--- src/rtl/sar_seq_pkg.sv ---
package sar_seq_pkg;

  typedef enum logic [1:0] {
    MODE_SE  = 2'd0,
    MODE_PD  = 2'd1,
    MODE_FD  = 2'd2,
    MODE_RSV = 2'd3
  } in_mode_e;

  typedef enum logic [1:0] {
    ST_IDLE  = 2'd0,
    ST_ACQ   = 2'd1,
    ST_TRIAL = 2'd2
  } sar_state_e;

endpackage

--- src/rtl/sar_trig_sync.sv ---
module sar_trig_sync #(
  parameter int NUM_EXT = 4
) (
  input  logic               clk,
  input  logic               rst,
  input  logic [NUM_EXT-1:0] async_in,
  output logic [NUM_EXT-1:0] rise_o
);

  // per line: two synchronizer flops plus one history flop for edge detect
  for (genvar g = 0; g < NUM_EXT; g++) begin : g_line
    logic [2:0] sh;
    always_ff @(posedge clk) begin
      if (rst) begin
        sh        <= '0;
        rise_o[g] <= 1'b0;
      end else begin
        sh        <= {sh[1:0], async_in[g]};
        rise_o[g] <= sh[1] & ~sh[2];
      end
    end
  end

endmodule

--- src/rtl/sar_bit_engine.sv ---
module sar_bit_engine
  import sar_seq_pkg::*;
#(
  parameter int RES_BITS   = 12,
  parameter int ACQ_CYCLES = 4
) (
  input  logic                clk,
  input  logic                rst,
  input  logic                start,
  input  logic                chain,
  input  logic                cmp_in,
  output logic                busy,
  output logic                last_trial,
  output logic [RES_BITS-1:0] dac_code,
  output logic [RES_BITS-1:0] final_code
);

  localparam int ACQ_W = (ACQ_CYCLES > 1) ? $clog2(ACQ_CYCLES + 1) : 1;
  localparam int IDX_W = $clog2(RES_BITS);
  localparam logic [RES_BITS-1:0] MSB_ONLY = {1'b1, {(RES_BITS-1){1'b0}}};

  sar_state_e          state;
  logic [ACQ_W-1:0]    acq_cnt;
  logic [IDX_W-1:0]    idx;
  logic [RES_BITS-1:0] cur_mask;
  logic [RES_BITS-1:0] kept_code;

  always_comb begin
    cur_mask   = {{(RES_BITS-1){1'b0}}, 1'b1} << idx;
    kept_code  = cmp_in ? dac_code : (dac_code & ~cur_mask);
    last_trial = (state == ST_TRIAL) && (idx == '0);
    final_code = kept_code;
  end

  assign busy = (state != ST_IDLE);

  always_ff @(posedge clk) begin
    if (rst) begin
      state    <= ST_IDLE;
      acq_cnt  <= '0;
      idx      <= '0;
      dac_code <= '0;
    end else begin
      case (state)
        ST_IDLE: begin
          if (start) begin
            state   <= ST_ACQ;
            acq_cnt <= '0;
          end
        end
        ST_ACQ: begin
          if (acq_cnt == ACQ_W'(ACQ_CYCLES - 1)) begin
            state    <= ST_TRIAL;
            idx      <= IDX_W'(RES_BITS - 1);
            dac_code <= MSB_ONLY;
          end else begin
            acq_cnt <= acq_cnt + 1'b1;
          end
        end
        ST_TRIAL: begin
          if (idx == '0) begin
            dac_code <= '0;
            acq_cnt  <= '0;
            state    <= chain ? ST_ACQ : ST_IDLE;
          end else begin
            dac_code <= kept_code | (cur_mask >> 1);
            idx      <= idx - 1'b1;
          end
        end
        default: state <= ST_IDLE;
      endcase
    end
  end

  // the first trial after acquisition presents only the top bit
  assert_first_trial_msb_R5: assert property (@(posedge clk) disable iff (rst)
    (state == ST_TRIAL && $past(state) == ST_ACQ) |-> (dac_code == MSB_ONLY));

  // an idle engine drives no trial code
  assert_idle_dac_zero_R5: assert property (@(posedge clk) disable iff (rst)
    (state == ST_IDLE) |-> (dac_code == '0));

endmodule

--- src/rtl/sar_result_fmt.sv ---
module sar_result_fmt
  import sar_seq_pkg::*;
#(
  parameter int RES_BITS = 12,
  parameter int WORD_W   = 16
) (
  input  logic                clk,
  input  logic                rst,
  input  logic                load,
  input  in_mode_e            mode,
  input  logic [RES_BITS-1:0] raw,
  output logic [WORD_W-1:0]   result,
  output logic                ready
);

  localparam int EXT_U = WORD_W - RES_BITS;
  localparam int EXT_S = WORD_W - RES_BITS - 1;

  logic [RES_BITS-1:0] tc;
  logic [WORD_W-1:0]   word_u;
  logic [WORD_W-1:0]   word_s;
  logic [WORD_W-1:0]   word_sel;

  always_comb begin
    tc       = {~raw[RES_BITS-1], raw[RES_BITS-2:0]};
    word_u   = {{EXT_U{1'b0}}, raw};
    word_s   = {{EXT_S{tc[RES_BITS-1]}}, tc, 1'b0};
    word_sel = (mode == MODE_FD) ? word_s : word_u;
  end

  always_ff @(posedge clk) begin
    if (rst) begin
      result <= '0;
      ready  <= 1'b0;
    end else begin
      ready <= load;
      if (load) result <= word_sel;
    end
  end

  // ready is a single-cycle strobe
  assert_ready_single_R6: assert property (@(posedge clk) disable iff (rst)
    ready |=> !ready);

  // the result word holds outside ready cycles
  assert_result_hold_R6: assert property (@(posedge clk) disable iff (rst)
    !ready |-> $stable(result));

  // differential results are even and arrive with ready
  assert_fd_lsb_clear_R8: assert property (@(posedge clk) disable iff (rst)
    (load && mode == MODE_FD) |=> (ready && !result[0]));

endmodule

--- src/rtl/sar_seq_ctrl.sv ---
module sar_seq_ctrl
  import sar_seq_pkg::*;
#(
  parameter int RES_BITS   = 12,
  parameter int ACQ_CYCLES = 4,
  parameter int NUM_EXT    = 4,
  parameter int CHAN_W     = 4,
  parameter int WORD_W     = 16,
  localparam int TSEL_W    = $clog2(NUM_EXT + 1)
) (
  input  logic                clk,
  input  logic                rst,
  input  logic                cfg_enable,
  input  logic                cfg_continuous,
  input  logic [TSEL_W-1:0]   cfg_trig_sel,
  input  logic [1:0]          cfg_mode,
  input  logic [CHAN_W-1:0]   cfg_channel,
  input  logic                sw_start,
  input  logic [NUM_EXT-1:0]  ext_trig,
  input  logic                cmp_in,
  output logic [RES_BITS-1:0] dac_code,
  output logic [CHAN_W-1:0]   mux_sel,
  output logic                busy,
  output logic [WORD_W-1:0]   result,
  output logic                ready
);

  localparam int LEN_W = $clog2(ACQ_CYCLES + RES_BITS + 2);

  logic [NUM_EXT-1:0]  ext_rise;
  logic                trig_evt;
  logic                start_go;
  logic                chain_ok;
  logic                chain_go;
  logic                last_trial;
  logic [RES_BITS-1:0] final_code;
  in_mode_e            mode_q;
  logic [LEN_W-1:0]    len_cnt;

  sar_trig_sync #(.NUM_EXT(NUM_EXT)) u_sync (
    .clk      (clk),
    .rst      (rst),
    .async_in (ext_trig),
    .rise_o   (ext_rise)
  );

  always_comb begin
    trig_evt = 1'b0;
    if (cfg_trig_sel == '0) trig_evt = sw_start;
    for (int i = 0; i < NUM_EXT; i++) begin
      if (cfg_trig_sel == TSEL_W'(i + 1)) trig_evt = ext_rise[i];
    end
  end

  assign start_go = cfg_enable && !busy && trig_evt;
  assign chain_ok = cfg_enable && cfg_continuous;
  assign chain_go = last_trial && chain_ok;

  sar_bit_engine #(.RES_BITS(RES_BITS), .ACQ_CYCLES(ACQ_CYCLES)) u_engine (
    .clk        (clk),
    .rst        (rst),
    .start      (start_go),
    .chain      (chain_ok),
    .cmp_in     (cmp_in),
    .busy       (busy),
    .last_trial (last_trial),
    .dac_code   (dac_code),
    .final_code (final_code)
  );

  // channel and coding mode are captured at each conversion start
  always_ff @(posedge clk) begin
    if (rst) begin
      mux_sel <= '0;
      mode_q  <= MODE_SE;
    end else if (start_go || chain_go) begin
      mux_sel <= cfg_channel;
      mode_q  <= in_mode_e'(cfg_mode);
    end
  end

  sar_result_fmt #(.RES_BITS(RES_BITS), .WORD_W(WORD_W)) u_fmt (
    .clk    (clk),
    .rst    (rst),
    .load   (last_trial),
    .mode   (mode_q),
    .raw    (final_code),
    .result (result),
    .ready  (ready)
  );

  // conversion length counter, used only by the check below
  always_ff @(posedge clk) begin
    if (rst) len_cnt <= '0;
    else if (start_go || chain_go) len_cnt <= '0;
    else if (len_cnt != '1) len_cnt <= len_cnt + 1'b1;
  end

  // the last trial falls exactly ACQ_CYCLES + RES_BITS - 1 cycles after a start
  assert_conv_length_R11: assert property (@(posedge clk) disable iff (rst)
    last_trial |-> (len_cnt == LEN_W'(ACQ_CYCLES + RES_BITS - 1)));

  // a conversion begins only when enabled
  assert_start_needs_enable_R3: assert property (@(posedge clk) disable iff (rst)
    $rose(busy) |-> $past(cfg_enable));

  // the channel select holds inside a conversion
  assert_mux_stable_R10: assert property (@(posedge clk) disable iff (rst)
    (busy && $past(busy) && !ready) |-> $stable(mux_sel));

endmodule

--- config.mk ---
export PLATFORM = sky130hd
export DESIGN_NAME = sar_seq_ctrl
export DESIGN_NICKNAME = d
export VERILOG_FILES = /design/src/rtl/sar_seq_pkg.sv /design/src/rtl/sar_trig_sync.sv /design/src/rtl/sar_bit_engine.sv /design/src/rtl/sar_result_fmt.sv /design/src/rtl/sar_seq_ctrl.sv
export SDC_FILE = /design/constraint.sdc
export NUM_CORES = 1
export LEC_CHECK = 0
export BUFFER_PORTS_ARGS = -buffer_cell sky130_fd_sc_hd__buf_2
export CORE_MARGIN = 3
export CORE_UTILIZATION = 54
export CTS_CLUSTER_DIAMETER = 200
export CTS_CLUSTER_SIZE = 8
export DETAILED_ROUTE_END_ITERATION = 10
export GPL_TIMING_DRIVEN = 0
export PLACE_DENSITY = 0.87
export SLEW_MARGIN = 20
export SYNTH_ARGS = -nofsm -noshare
export SYNTH_HDL_FRONTEND = slang
export SYNTH_SLANG_ARGS = --single-unit
--- constraint.sdc ---
create_clock -name clk -period 2.4 [get_ports clk]
set_clock_uncertainty 0.1 [all_clocks]
set_input_delay 0.36 -clock clk [delete_from_list [all_inputs] [get_ports clk]]
set_output_delay 0.36 -clock clk [all_outputs]
set_load 0.005 [all_outputs]
**After elaboration in Yosys (flattened, before gate mapping)**

Index checks and enable logic that the tools add are counted.

- Shift operators: 1
- Order comparisons: 0
- Reduce and logical (&&, ||, !) cells: 17
- Equal/unequal tests: 13
- $mul: 0
- $add $sub $neg: 2
- Divide/modulo/power cells: 0
- Muxes and demuxes: 22
- Bitwise gates (word level): 12

Operators by type and width:

| operator | count |
|---|---|
| $mux W12 | 3 |
| $pmux W12 S2 | 1 |
| $mux W16 | 1 |
| $and A12 B12 Y12 | 1 |
| $not A12 Y12 | 1 |
| $or A12 B11 Y12 | 1 |
| $shl A1 B4 Y12 const A | 1 |
| $eq A3 B2 Y1 const B | 3 |
| $mux W3 | 3 |
| $pmux W3 S3 | 1 |
| $mux W4 | 2 |
| $ne A2 B2 Y1 const B | 4 |
| $pmux W4 S2 | 1 |
| $mux W1 | 6 |
| $mux W2 | 3 |
| $pmux W2 S3 | 1 |
| $reduce_and A3 Y1 | 2 |
| $logic_and A1 B1 Y1 | 5 |
| $not A1 Y1 | 5 |
| $and A1 B1 Y1 | 4 |
| $eq A2 B2 Y1 const B | 2 |
| $logic_not A4 Y1 | 1 |
| $reduce_and A4 Y1 | 1 |
| $reduce_bool A2 Y1 | 2 |
| other kinds (12) | 12 |

- Bits in latches: 0
- Memories kept: 0
- Output and inout port bits: 34
- Register bits: 60
- Memory bits (writable): 0
- Memory bits (read-only): 0
- Input port bits: 19

**Depth between registers and ports, before layout**

Gate-level depths: netlist of the first run.

- Depth after elaboration: 9
- Gate-level depth with buffers: 9
- Gate-level depth less buffers: 7

**Hierarchy**

A second synthesis of the first run with hierarchy kept.

- Cell total of the unflattened synthesis: 288
- Area total of the unflattened synthesis: 2682.6 µm²

By module, submodules not included:

| module | area an instance (µm²) | instances | cells each |
|---|---|---|---|
| sar_bit_engine | 1266.2 | 1 | 142 |
| sar_result_fmt | 613.1 | 1 | 76 |
| sar_trig_sync | 461.7 | 1 | 33 |
| sar_seq_ctrl | 341.6 | 1 | 37 |

**Worst setup path after synthesis of the first run**

Ideal clock, no wire load.

- Path type: flip-flop to flip-flop
- Start: reg u_engine.idx[0]
- End: reg u_engine.state[0]
- Data arrival time: 1.615 ns
- Cell stages (with the launch flop): 9
- Slack: 0.571 ns
- Data required time: 2.185 ns
- Clock period less this slack: 1.829 ns
- Cells stage by stage: dfxtp_1 > inv_1 > ha_1 > buf_2 > and3_4 > and2_0 > o21a_1 > buf_6 > o21a_1

- Word-level cells in the longest chain between the ends: 3

RTL lines:

| element | RTL line | source |
|---|---|---|
| from (decl) | sar_bit_engine.sv:24 | `logic [IDX_W-1:0] idx;` |
| from (signal assigned) | sar_bit_engine.sv:54 | `idx <= IDX_W'(RES_BITS - 1);` |
| from (signal assigned) | sar_bit_engine.sv:67 | `idx <= idx - 1'b1;` |
| $logic_not A4 Y1 | sar_bit_engine.sv:61 | `if (idx == '0) begin` |
| $ne A2 B2 Y1 (no line) | n/a |  |
| $reduce_and A3 Y1 (no line) | n/a |  |
| to (signal assigned) | sar_bit_engine.sv:64 | `state <= chain ? ST_ACQ : ST_IDLE;` |
| to (decl) | sar_bit_engine.sv:22 | `sar_state_e state;` |

Every way passes these cells.
A chain may end at the register's enable or synchronous reset.

**Worst setup path after layout of the first run**

- Start: reg u_engine.idx[0]
- End: reg u_engine.dac_code[3]

- Word-level cells in the longest chain between the ends: 7

RTL lines:

| element | RTL line | source |
|---|---|---|
| $shl A1 B4 Y12 | sar_bit_engine.sv:29 | `cur_mask = {{(RES_BITS-1){1'b0}}, 1'b1} << idx;` |
| $not A12 Y12 | sar_bit_engine.sv:30 | `kept_code = cmp_in ? dac_code : (dac_code & ~cur_mask);` |
| $and A12 B12 Y12 | sar_bit_engine.sv:30 |  |
| $mux W12 | sar_bit_engine.sv:30 |  |
| $or A12 B11 Y12 | sar_bit_engine.sv:66 | `dac_code <= kept_code \| (cur_mask >> 1);` |
| $mux W12 (*) | sar_bit_engine.sv:61 |  |
| $pmux W12 S2 (*) | sar_bit_engine.sv:44 | `case (state)` |
| to (signal assigned) | sar_bit_engine.sv:66 |  |
| to (decl) | sar_bit_engine.sv:14 | `output logic [RES_BITS-1:0] dac_code,` |

Mark *: on every way between the ends. The rest lies on a longest branch, timed or not.

==> results of run 1 <==
-- layer usage --
| metal | up-vias | track usage, % |
|---|---|---|
| met4 | 0 | 11.5 |
| li1 | 1058 | - |
| met3 | 12 | 5.14 |
| met2 | 80 | 35.6 |
| met5 | - | 0 |
| met1 | 976 | 24.4 |
-- metrics by stage --
| stage | cell area [um^2] | hold slack [ns] | power [uW] | std cells | setup WS, ns |
|---|---|---|---|---|---|
| floorplan | 2520 | 0.267 | 1020 | 274 | 0.571 |
| global placement | 2840 | 0.271 | 1050 | 377 | 0.402 |
| detailed placement | 2840 | 0.278 | 1050 | 377 | 0.366 |
| CTS | 3120 | 0.125 | 2270 | 393 | 0.341 |
| global route | 3120 | 0.143 | 2320 | 393 | 0.146 |
| finish | 3120 | 0.139 | 2260 | 393 | 0.329 |
-- cell usage in the layout, fill, tap and decap left out, types with 3 or more instances in the layout --
| cell type | instances |
|---|---|
| a211oi_1 | 7 |
| a21boi_0 | 4 |
| a21o_1 | 3 |
| a21oi_1 | 23 |
| a2bb2oi_1 | 3 |
| buf_2 | 55 |
| buf_4 | 5 |
| buf_6 | 3 |
| bufinv_16 | 4 |
| clkbuf_1 | 5 |
| clkbuf_8 | 11 |
| dfxtp_1 | 57 |
| ha_1 | 7 |
| inv_1 | 9 |
| mux2_2 | 3 |
| mux2i_1 | 15 |
| nand2_1 | 38 |
| nand3_1 | 4 |
| nor2_1 | 24 |
| nor2b_1 | 19 |
| nor3_1 | 5 |
| o21ai_2 | 4 |
-- power groups by stage --
stage	sequential, uW	clock (uW)	combinational [uW]
detailed placement	985	0	67.3
CTS	964	1240	67.6
finish	964	1230	67.2
global route	964	1280	75.0
floorplan	984	0	40.7
global placement	984	0	65.2
-- kinds of logic after synthesis --
kind of cell | after synthesis | synth area share, %
AOI/OAI and AO/OA | 61 | 17.6
xor gates and xnor gates | 2 | 0.695
adders and majority gates | 7 | 3.48
buffers and inverters | 28 | 6.01
DFF | 57 | 45.3
muxes | 18 | 7.30
and+or+nand+nor | 101 | 19.6
-- sequential cells by signal (all words and copies together) (netlist names) --
register / cells
mode_q: 2
mux_sel: 4
u_engine.acq_cnt: 3
u_engine.dac_code: 12
u_engine.idx: 4
u_engine.state: 2
u_fmt.ready: 1
u_fmt.result: 13
u_sync.g_line.sh: 12
u_sync.rise_o: 4
-- final cells by class --
type / count / area, um^2
fill: 340 / 1330
multi-input combinational: 189 / 1230
sequential: 57 / 1140
timing repair buffer: 51 / 255
clock buffer: 11 / 151
clock inverter: 5 / 125
buffer: 19 / 118
tap: 52 / 65.1
inverter: 9 / 33.8
-- how the worst max path moves through the flow --
stage / startpoint / to / slack, ns / cells after the start
after floorplan: u_engine.idx[0]$_SDFFE_PP0P_ / u_engine.state[0]$_SDFFE_PP0P_ / 0.57 / 8
after global placement: u_engine.idx[0]$_SDFFE_PP0P_ / u_engine.dac_code[3]$_SDFFE_PP0P_ / 0.40 / 8
after detailed placement: u_engine.idx[0]$_SDFFE_PP0P_ / u_engine.dac_code[3]$_SDFFE_PP0P_ / 0.37 / 8
after CTS: u_engine.idx[0]$_SDFFE_PP0P_ / u_engine.dac_code[3]$_SDFFE_PP0P_ / 0.34 / 8
after global routing: u_engine.idx[0]$_SDFFE_PP0P_ / u_engine.dac_code[7]$_SDFFE_PP0P_ / 0.15 / 9
final: u_engine.idx[0]$_SDFFE_PP0P_ / u_engine.dac_code[3]$_SDFFE_PP0P_ / 0.33 / 8
==> results.sh, run 1 <==
export IMPL_status="finished clean"
export IMPL_synthArstFlopShare_pct=0
export IMPL_wl_met2_um=2530
export IMPL_synth_nets=300
export IMPL_postRouteAntennaNets=0
export IMPL_synthTopCellsByArea="dfxtp_1 (45%), mux2i_1 (6.0%), nand2_1 (5.7%)"
export IMPL_fp_dieH_um=74.3
export IMPL_clock_latency_ns=0.33
export IMPL_cp_data_arrival_time_ns=2.18
export IMPL_n_antenna_cell=0
export IMPL_grt_overflow=0
export IMPL_synth_area_um2=2520
export IMPL_cts_resized=0
export IMPL_wl_met1_um=2440
export IMPL_place_congestion=0.931
export IMPL_grt_pass1_vias=1948
export IMPL_io_pins=53
export IMPL_synth_distinct_cells=48
export IMPL_postCtsHoldBufs=0
export IMPL_crit_type="reg2reg"
export IMPL_ctsLongestPathBuffers=2
export IMPL_max_freq_mhz=483
export IMPL_crit_slowest_cell="dfxtp_1"
export IMPL_tightest_slew_ns=0.535
export IMPL_root_buffer="clkbuf_8"
export IMPL_drive_gt1_share_pct=28.4
export IMPL_power_frac_clock_pct=54.3
export IMPL_synth_top_cell_area_share_pct=45.3
export IMPL_port_buffers=51
export IMPL_yosys_area_top_type="dfxtp_1"
export IMPL_dieArea_um2=5520
export IMPL_grt_max_degree=11
export IMPL_drc_errors=0
export IMPL_grt_pass1_wl_um=8760
export IMPL_p_leak_uw=0.00130
export IMPL_ir_drop_uv=415
export IMPL_required_ns=2.51
export IMPL_wl_um=5480
export IMPL_hold_end="u_sync.g_line[2].sh[0]$_SDFF_PP0_"
export IMPL_r2r_cells=8
export IMPL_yosysMostFrequentCell="dfxtp_1"
export IMPL_p_int_uw=1840
export IMPL_top_layer="met4"
export IMPL_antenna_found_initial=0
export IMPL_synthFlopType="dfxtp_1"
export IMPL_clk_pin_slew_ns=0.06
export IMPL_r2r_start="u_engine.idx[0]$_SDFFE_PP0P_"
export IMPL_avgSynthCellArea_um2=9.20
export IMPL_min_path_cells=2
export IMPL_start_kind="register"
export IMPL_drv_slew=0
export IMPL_power_switching_uw=417
export IMPL_min_period_ns=2.07
export IMPL_p_comb_share_pct=3.0
export IMPL_drv_cap=0
export IMPL_synthToLayoutAreaGrowth_pct=23.7
export IMPL_seqPwrFrac_pct=42.7
export IMPL_dr_wl_met3_um=378
export IMPL_utilization_pct=70.1
export IMPL_holdCritPathClass="in2reg"
export IMPL_critPathMaxStageDelay_ns=0.37
export IMPL_synth_common_cells="dfxtp_1 (57), nand2_1 (38), nor2_1 (24)"
export IMPL_cts_tree="built"
export IMPL_max_slew_margin_pct=64.0
export IMPL_viasPerCell=5.41
export IMPL_timing_critical_path_max_delay_family="buffers and inverters"
export IMPL_dp_hpwl_um=4000
export IMPL_wl_per_cell_um=13.9
export IMPL_critPathCaptureType="register"
export IMPL_clock_sinks=57
export IMPL_vias=2126
export IMPL_ys_warn_count=0
export IMPL_die_x_um=74.3
export IMPL_htree_levels=3
export IMPL_finalSetupViolCount=0
export IMPL_power_density_nw_per_um2=724
export IMPL_r2r_slack_ns=0.33
export IMPL_core_area_um2=4440
export IMPL_initial_core_util_pct=56.7
export IMPL_synth_edff_count=0
export IMPL_layout_nets=362
export IMPL_ys_seq_area_share_pct=45.3
export IMPL_synthCells=274
export IMPL_cts_setup_buffers=0
export IMPL_setup_tns_ns=0
export IMPL_power_switching_share_pct=18.5
export IMPL_first_pass_iters=4
export IMPL_ys_ff_latch=57
export IMPL_r2r_end="u_engine.dac_code[3]$_SDFFE_PP0P_"
export IMPL_fin_crit_sh_pct=86.3
export IMPL_worstHoldStart="ext_trig[2]"
export IMPL_cts_buffers=9
export IMPL_final_hold_viol_count=0
export IMPL_crit_buf_inv=4
export IMPL_grt_usage_pct=21.0
export IMPL_crit_path_cell_trace="inv_1, ha_1, buf_2, inv_1, o31ai_2, buf_2, a2bb2oi_1, nor2_1"
export IMPL_crit_path_max_fanout=10
export IMPL_dr_first_iter_drc_count=104
export IMPL_rows=24
export IMPL_rsz0062_at_grt="no"
Power figures use the tool's default switching activity.
==> run 2, diff against run 1 <==
Settings changed: REMOVE_ABC_BUFFERS from default to 1.
==> run 2 against run 1 <==
Effect of this change:
- design area down 6.6%
- flip-flop and latch count unchanged
- combinational power shrank 5.8%
- clock-buffer cell count down 2
- global-route usage fell by 0.98 points
- first-iteration DRC count is 21% lower
- power fell by 20%
- sequential share of layout area rose by 2.6 points
- hold slack worse by 0.0046 ns
- die area stayed put
- largest cell class unchanged
- non-clock buffer count fell by 18
==> results.sh, run 2 (synthesis results as in run 1) <==
export IMPL_crit_slowest_cell="and3_4"
export IMPL_final_hold_viol_count=0
export IMPL_cp_data_arrival_time_ns=2.31
export IMPL_drc_errors=0
export IMPL_first_pass_iters=4
export IMPL_rows=24
export IMPL_layout_nets=344
export IMPL_synthToLayoutAreaGrowth_pct=15.5
export IMPL_timing_critical_path_max_delay_family="simple AND/OR/NAND/NOR gates"
export IMPL_postCtsHoldBufs=0
export IMPL_drv_cap=0
export IMPL_crit_buf_inv=1
export IMPL_grt_pass1_vias=1913
export IMPL_start_kind="register"
export IMPL_power_density_nw_per_um2=618
export IMPL_final_common_cell="dfxtp_1"
export IMPL_htree_levels=3
export IMPL_max_slew_margin_pct=46.3
export IMPL_fin_crit_sh_pct=89.8
export IMPL_ir_drop_uv=347
export IMPL_tightest_slew_ns=0.802
export IMPL_ctsLongestPathBuffers=2
export IMPL_required_ns=2.56
export IMPL_n_antenna_cell=0
export IMPL_place_congestion=0.897
export IMPL_wl_um=5240
export IMPL_layout_common_cells="dfxtp_1 (57), buf_2 (52), nand2_1 (38), nor2_1 (24), a21oi_1 (23)"
export IMPL_r2r_cells=6
export IMPL_cts_tree="built"
export IMPL_path_depth=6
export IMPL_port_buffers=52
export IMPL_min_period_ns=2.16
export IMPL_dr_first_iter_drc_count=82
export IMPL_wl_per_cell_um=14.0
export IMPL_initial_core_util_pct=56.7
export IMPL_hold_worst_slack_ns=0.135
export IMPL_largest_register_ffs=13
export IMPL_clock_latency_ns=0.33
export IMPL_viasPerCell=5.41
export IMPL_largestRegisters="u_fmt.result: 13 flops, u_engine.dac_code: 12 flops, u_sync.g_line.sh: 12 flops"
export IMPL_utilization_pct=65.5
export IMPL_rsz0062_at_grt="no"
export IMPL_largest_register="u_fmt.result"
export IMPL_grt_overflow=0
export IMPL_holdCritPathClass="in2reg"
export IMPL_setup_tns_ns=0
export IMPL_antenna_found_initial=0
export IMPL_grt_usage_pct=20.1
export IMPL_min_path_cells=2
export IMPL_clk_pin_slew_ns=0.07
export IMPL_postRouteAntennaNets=0
export IMPL_max_freq_mhz=464
export IMPL_dp_hpwl_um=3530
export IMPL_io_pins=53
export IMPL_crit_type="reg2reg"
export IMPL_dieArea_um2=5520
export IMPL_finalSetupViolCount=0
export IMPL_clock_sinks=57
export IMPL_grt_max_degree=45
export IMPL_drive_gt1_share_pct=27.2
export IMPL_status="finished clean"
export IMPL_vias=2028
export IMPL_root_buffer="clkbuf_8"
export IMPL_critPathMaxStageDelay_ns=0.39
export IMPL_grt_pass1_wl_um=8380
export IMPL_crit_path_cell_trace="inv_1, ha_2, and3_4, and2_0, o21a_1, mux2i_1"
export IMPL_critPathCaptureType="register"
export IMPL_crit_path_max_fanout=21
export IMPL_fp_dieH_um=74.3
export IMPL_cts_setup_buffers=0
export IMPL_cts_buffers=9
export IMPL_p_leak_uw=0.00118
export IMPL_drv_slew=0
export IMPL_die_x_um=74.3
export IMPL_core_area_um2=4440
## run 2: final cells by class
| cell class | instances | area [um^2] |
|---|---|---|
| fill | 389 | 1530 |
| sequential | 57 | 1140 |
| inverter | 9 | 33.8 |
| multi-input combinational | 189 | 1240 |
| clock inverter | 7 | 46.3 |
| tap | 52 | 65.1 |
| clock buffer | 9 | 124 |
| timing repair buffer | 52 | 260 |
## run 2: power breakdown
group,total [uW],internal (uW),switching (uW)
sequential,963,959,4.41
clock,771,371,401
combinational,63.3,28.1,35.1
## run 2: final timing paths
| path | start | to | slack, ns |
|---|---|---|---|
| worst max-delay path | u_engine.idx[0]$_SDFFE_PP0P_ | mux_sel[0]$_SDFFE_PP0P_ | 0.24 |
| worst min-delay path | ext_trig[2] | u_sync.g_line[2].sh[0]$_SDFF_PP0_ | 0.13 |
| worst max register to register | u_engine.idx[0]$_SDFFE_PP0P_ | mux_sel[0]$_SDFFE_PP0P_ | 0.24 |
| worst min register to register | u_sync.g_line[3].sh[2]$_SDFF_PP0_ | u_sync.rise_o[3]$_SDFF_PP0_ | 0.28 |
## run 2: layer usage
layer  track usage [%]  up-vias  part of all wire (%)
li1                  -     1019                     -
met1              25.0      931                    45
met2              31.0       69                    46
met3              6.22        9                   7.1
met4              10.9        0                   1.8
met5                 0        -                     0
## run 2: through the flow
step | cell area (um^2) | setup slack (ns) | cells | total power, uW
after floorplan | 2400 | 0.492 | 255 | 1010
after global placement | 2730 | 0.110 | 359 | 1050
after detailed placement | 2730 | 0.0104 | 359 | 1050
after CTS | 2910 | 0.126 | 375 | 1820
after global routing | 2910 | 0.0863 | 375 | 1860
final | 2910 | 0.245 | 375 | 1800
## run 2: worst reg2reg max path, cell delays in order, from the launching register on
cell and delay (ns):
dfxtp_1 0.37, inv_1 0.13, ha_2 0.31, and3_4 0.39, and2_0 0.17, o21a_1 0.36, mux2i_1 0.24
## run 2: repair_timing
action	4_1_cts	5_1_grt
gates resized for setup	1	1
endpoints found under the setup margin	1	6
pin swaps	0	1
endpoints found under the hold margin	0	0
==> run 3, diff against run 2 <==
Settings changed: CORE_UTILIZATION 54 to 30, GPL_TIMING_DRIVEN 0 to default, PLACE_DENSITY 0.87 to 0.57.
==> run 3 against run 2 <==
Effect of this change:
- sequential share of layout area is 1.9 points lower
- largest cell class unchanged
- highest routed layer unchanged
- flip-flop and latch count unchanged
- global-route usage shrank 8.3 points
==> results.sh, run 3 (synthesis results as in run 1) <==
export IMPL_vias=1949
export IMPL_synthToLayoutAreaGrowth_pct=21.5
export IMPL_fin_crit_sh_pct=84.5
export IMPL_p_comb_share_pct=3.2
export IMPL_dp_hpwl_um=3900
export IMPL_crit_buf_inv=1
export IMPL_first_pass_iters=4
export IMPL_timing_critical_path_max_delay_family="adder cells"
export IMPL_crit_type="reg2reg"
export IMPL_grt_max_degree=25
export IMPL_grt_pass1_wl_um=8850
export IMPL_cts_buffers=9
export IMPL_crit_slowest_cell="ha_1"
export IMPL_ctsLongestPathBuffers=2
export IMPL_tightest_slew_ns=0.532
export IMPL_die_x_um=97.7
export IMPL_io_pins=53
export IMPL_required_ns=2.58
export IMPL_seqPwrFrac_pct=47.4
export IMPL_n_antenna_cell=0
export IMPL_root_buffer="clkbuf_8"
export IMPL_ir_drop_uv=234
export IMPL_htree_levels=3
export IMPL_critPathCaptureType="register"
export IMPL_postRouteAntennaNets=0
export IMPL_wl_um=5390
export IMPL_cts_resized=0
export IMPL_viasPerCell=4.52
export IMPL_fp_dieH_um=97.7
export IMPL_power_switching_uw=452
export IMPL_placed_area_um2=2840
export IMPL_largest_register_ffs=13
export IMPL_largest_register="u_fmt.result"
export IMPL_power_frac_clock_pct=49.4
export IMPL_grt_usage_pct=11.8
export IMPL_fillerInstances=826
export IMPL_grt_overflow=0
export IMPL_clk_pin_slew_ns=0.07
export IMPL_clock_sinks=57
export IMPL_crit_path_max_fanout=8
export IMPL_core_area_um2=7930
export IMPL_p_leak_uw=0.00124
export IMPL_wl_per_cell_um=12.5
export IMPL_rows=32
export IMPL_initial_core_util_pct=31.8
export IMPL_status="finished clean"
export IMPL_cts_setup_buffers=0
export IMPL_holdCritPathClass="in2reg"
export IMPL_port_buffers=52
export IMPL_max_slew_margin_pct=64.4
export IMPL_final_hold_viol_count=0
export IMPL_cts_tree="built"
export IMPL_power_switching_share_pct=22.3
export IMPL_max_freq_mhz=493
export IMPL_dieArea_um2=9540
export IMPL_setup_tns_ns=0
export IMPL_layout_nets=350
export IMPL_drive_gt1_share_pct=28.0
export IMPL_critPathMaxStageDelay_ns=0.38
export IMPL_largestRegisters="u_fmt.result: 13 flops, u_engine.dac_code: 12 flops, u_sync.g_line.sh: 12 flops"
export IMPL_final_common_cell="dfxtp_1"
export IMPL_fin_area_um2=3060
export IMPL_drv_cap=0
export IMPL_rsz0062_at_grt="no"
export IMPL_clock_latency_ns=0.35
export IMPL_crit_path_cell_trace="inv_1, ha_1, and3_4, and2_0, o21a_1, mux2i_1"
export IMPL_min_period_ns=2.03
export IMPL_postCtsHoldBufs=0
export IMPL_p_int_uw=1580
export IMPL_cp_data_arrival_time_ns=2.20
export IMPL_drv_slew=0
export IMPL_place_congestion=0.844
export IMPL_drc_errors=0
export IMPL_grt_pass1_vias=1810
export IMPL_antenna_found_initial=0
export IMPL_finalSetupViolCount=0
export IMPL_layout_common_cells="dfxtp_1 (57), buf_2 (52), nand2_1 (38), nor2_1 (24), a21oi_1 (23)"
export IMPL_dr_first_iter_drc_count=100
export IMPL_power_density_nw_per_um2=664
export IMPL_start_kind="register"
## run 3: worst paths after layout
check,start,end,slack [ns],cells after the start
max,u_engine.idx[0]$_SDFFE_PP0P_,mux_sel[1]$_SDFFE_PP0P_,0.37,6
min,ext_trig[3],u_sync.g_line[3].sh[0]$_SDFF_PP0_,0.12,2
max reg2reg,u_engine.idx[0]$_SDFFE_PP0P_,mux_sel[1]$_SDFFE_PP0P_,0.37,6
min reg2reg,u_sync.g_line[1].sh[2]$_SDFF_PP0_,u_sync.rise_o[1]$_SDFF_PP0_,0.28,1
## run 3: routing by layer
layer	up-vias	global-route usage [%]	part of all wire (%)
met3	4	5.60	7.7
met1	864	14.9	48
li1	1034	-	-
met4	0	5.11	1.3
met5	-	0	0
met2	47	16.9	43
## run 3: layout make-up
type / instances / area (um^2) / share of cell area [%]
multi-input cells: 189 / 1230 / 40.1
flip-flops and latches: 57 / 1140 / 37.3
repair buffers: 58 / 305 / 9.97
well taps: 102 / 128 / 4.17
clock buffers: 9 / 124 / 4.05
clock inverters: 7 / 103 / 3.35
inverters: 9 / 33.8 / 1.10
## run 3: power by group through the flow
stage	logic [uW]	registers, uW	clock network (uW)
final	65.5	963	1000
after global placement	65.7	984	0
after global routing	74.9	964	1070
after detailed placement	67.1	985	0
after CTS	67.1	963	1030
after floorplan	29.1	984	0
## run 3: through the flow
step                      instances  hold slack (ns)  util [%]  setup slack (ns)  total power [uW]
after floorplan                 255            0.267         -             0.492              1010
after global placement          415            0.273      35.8             0.445              1050
after detailed placement        415            0.273      35.8             0.377              1050
after CTS                       431            0.101      38.6             0.357              2060
after global routing            431            0.108      38.6             0.212              2110
final                           431            0.115      38.6             0.373              2030
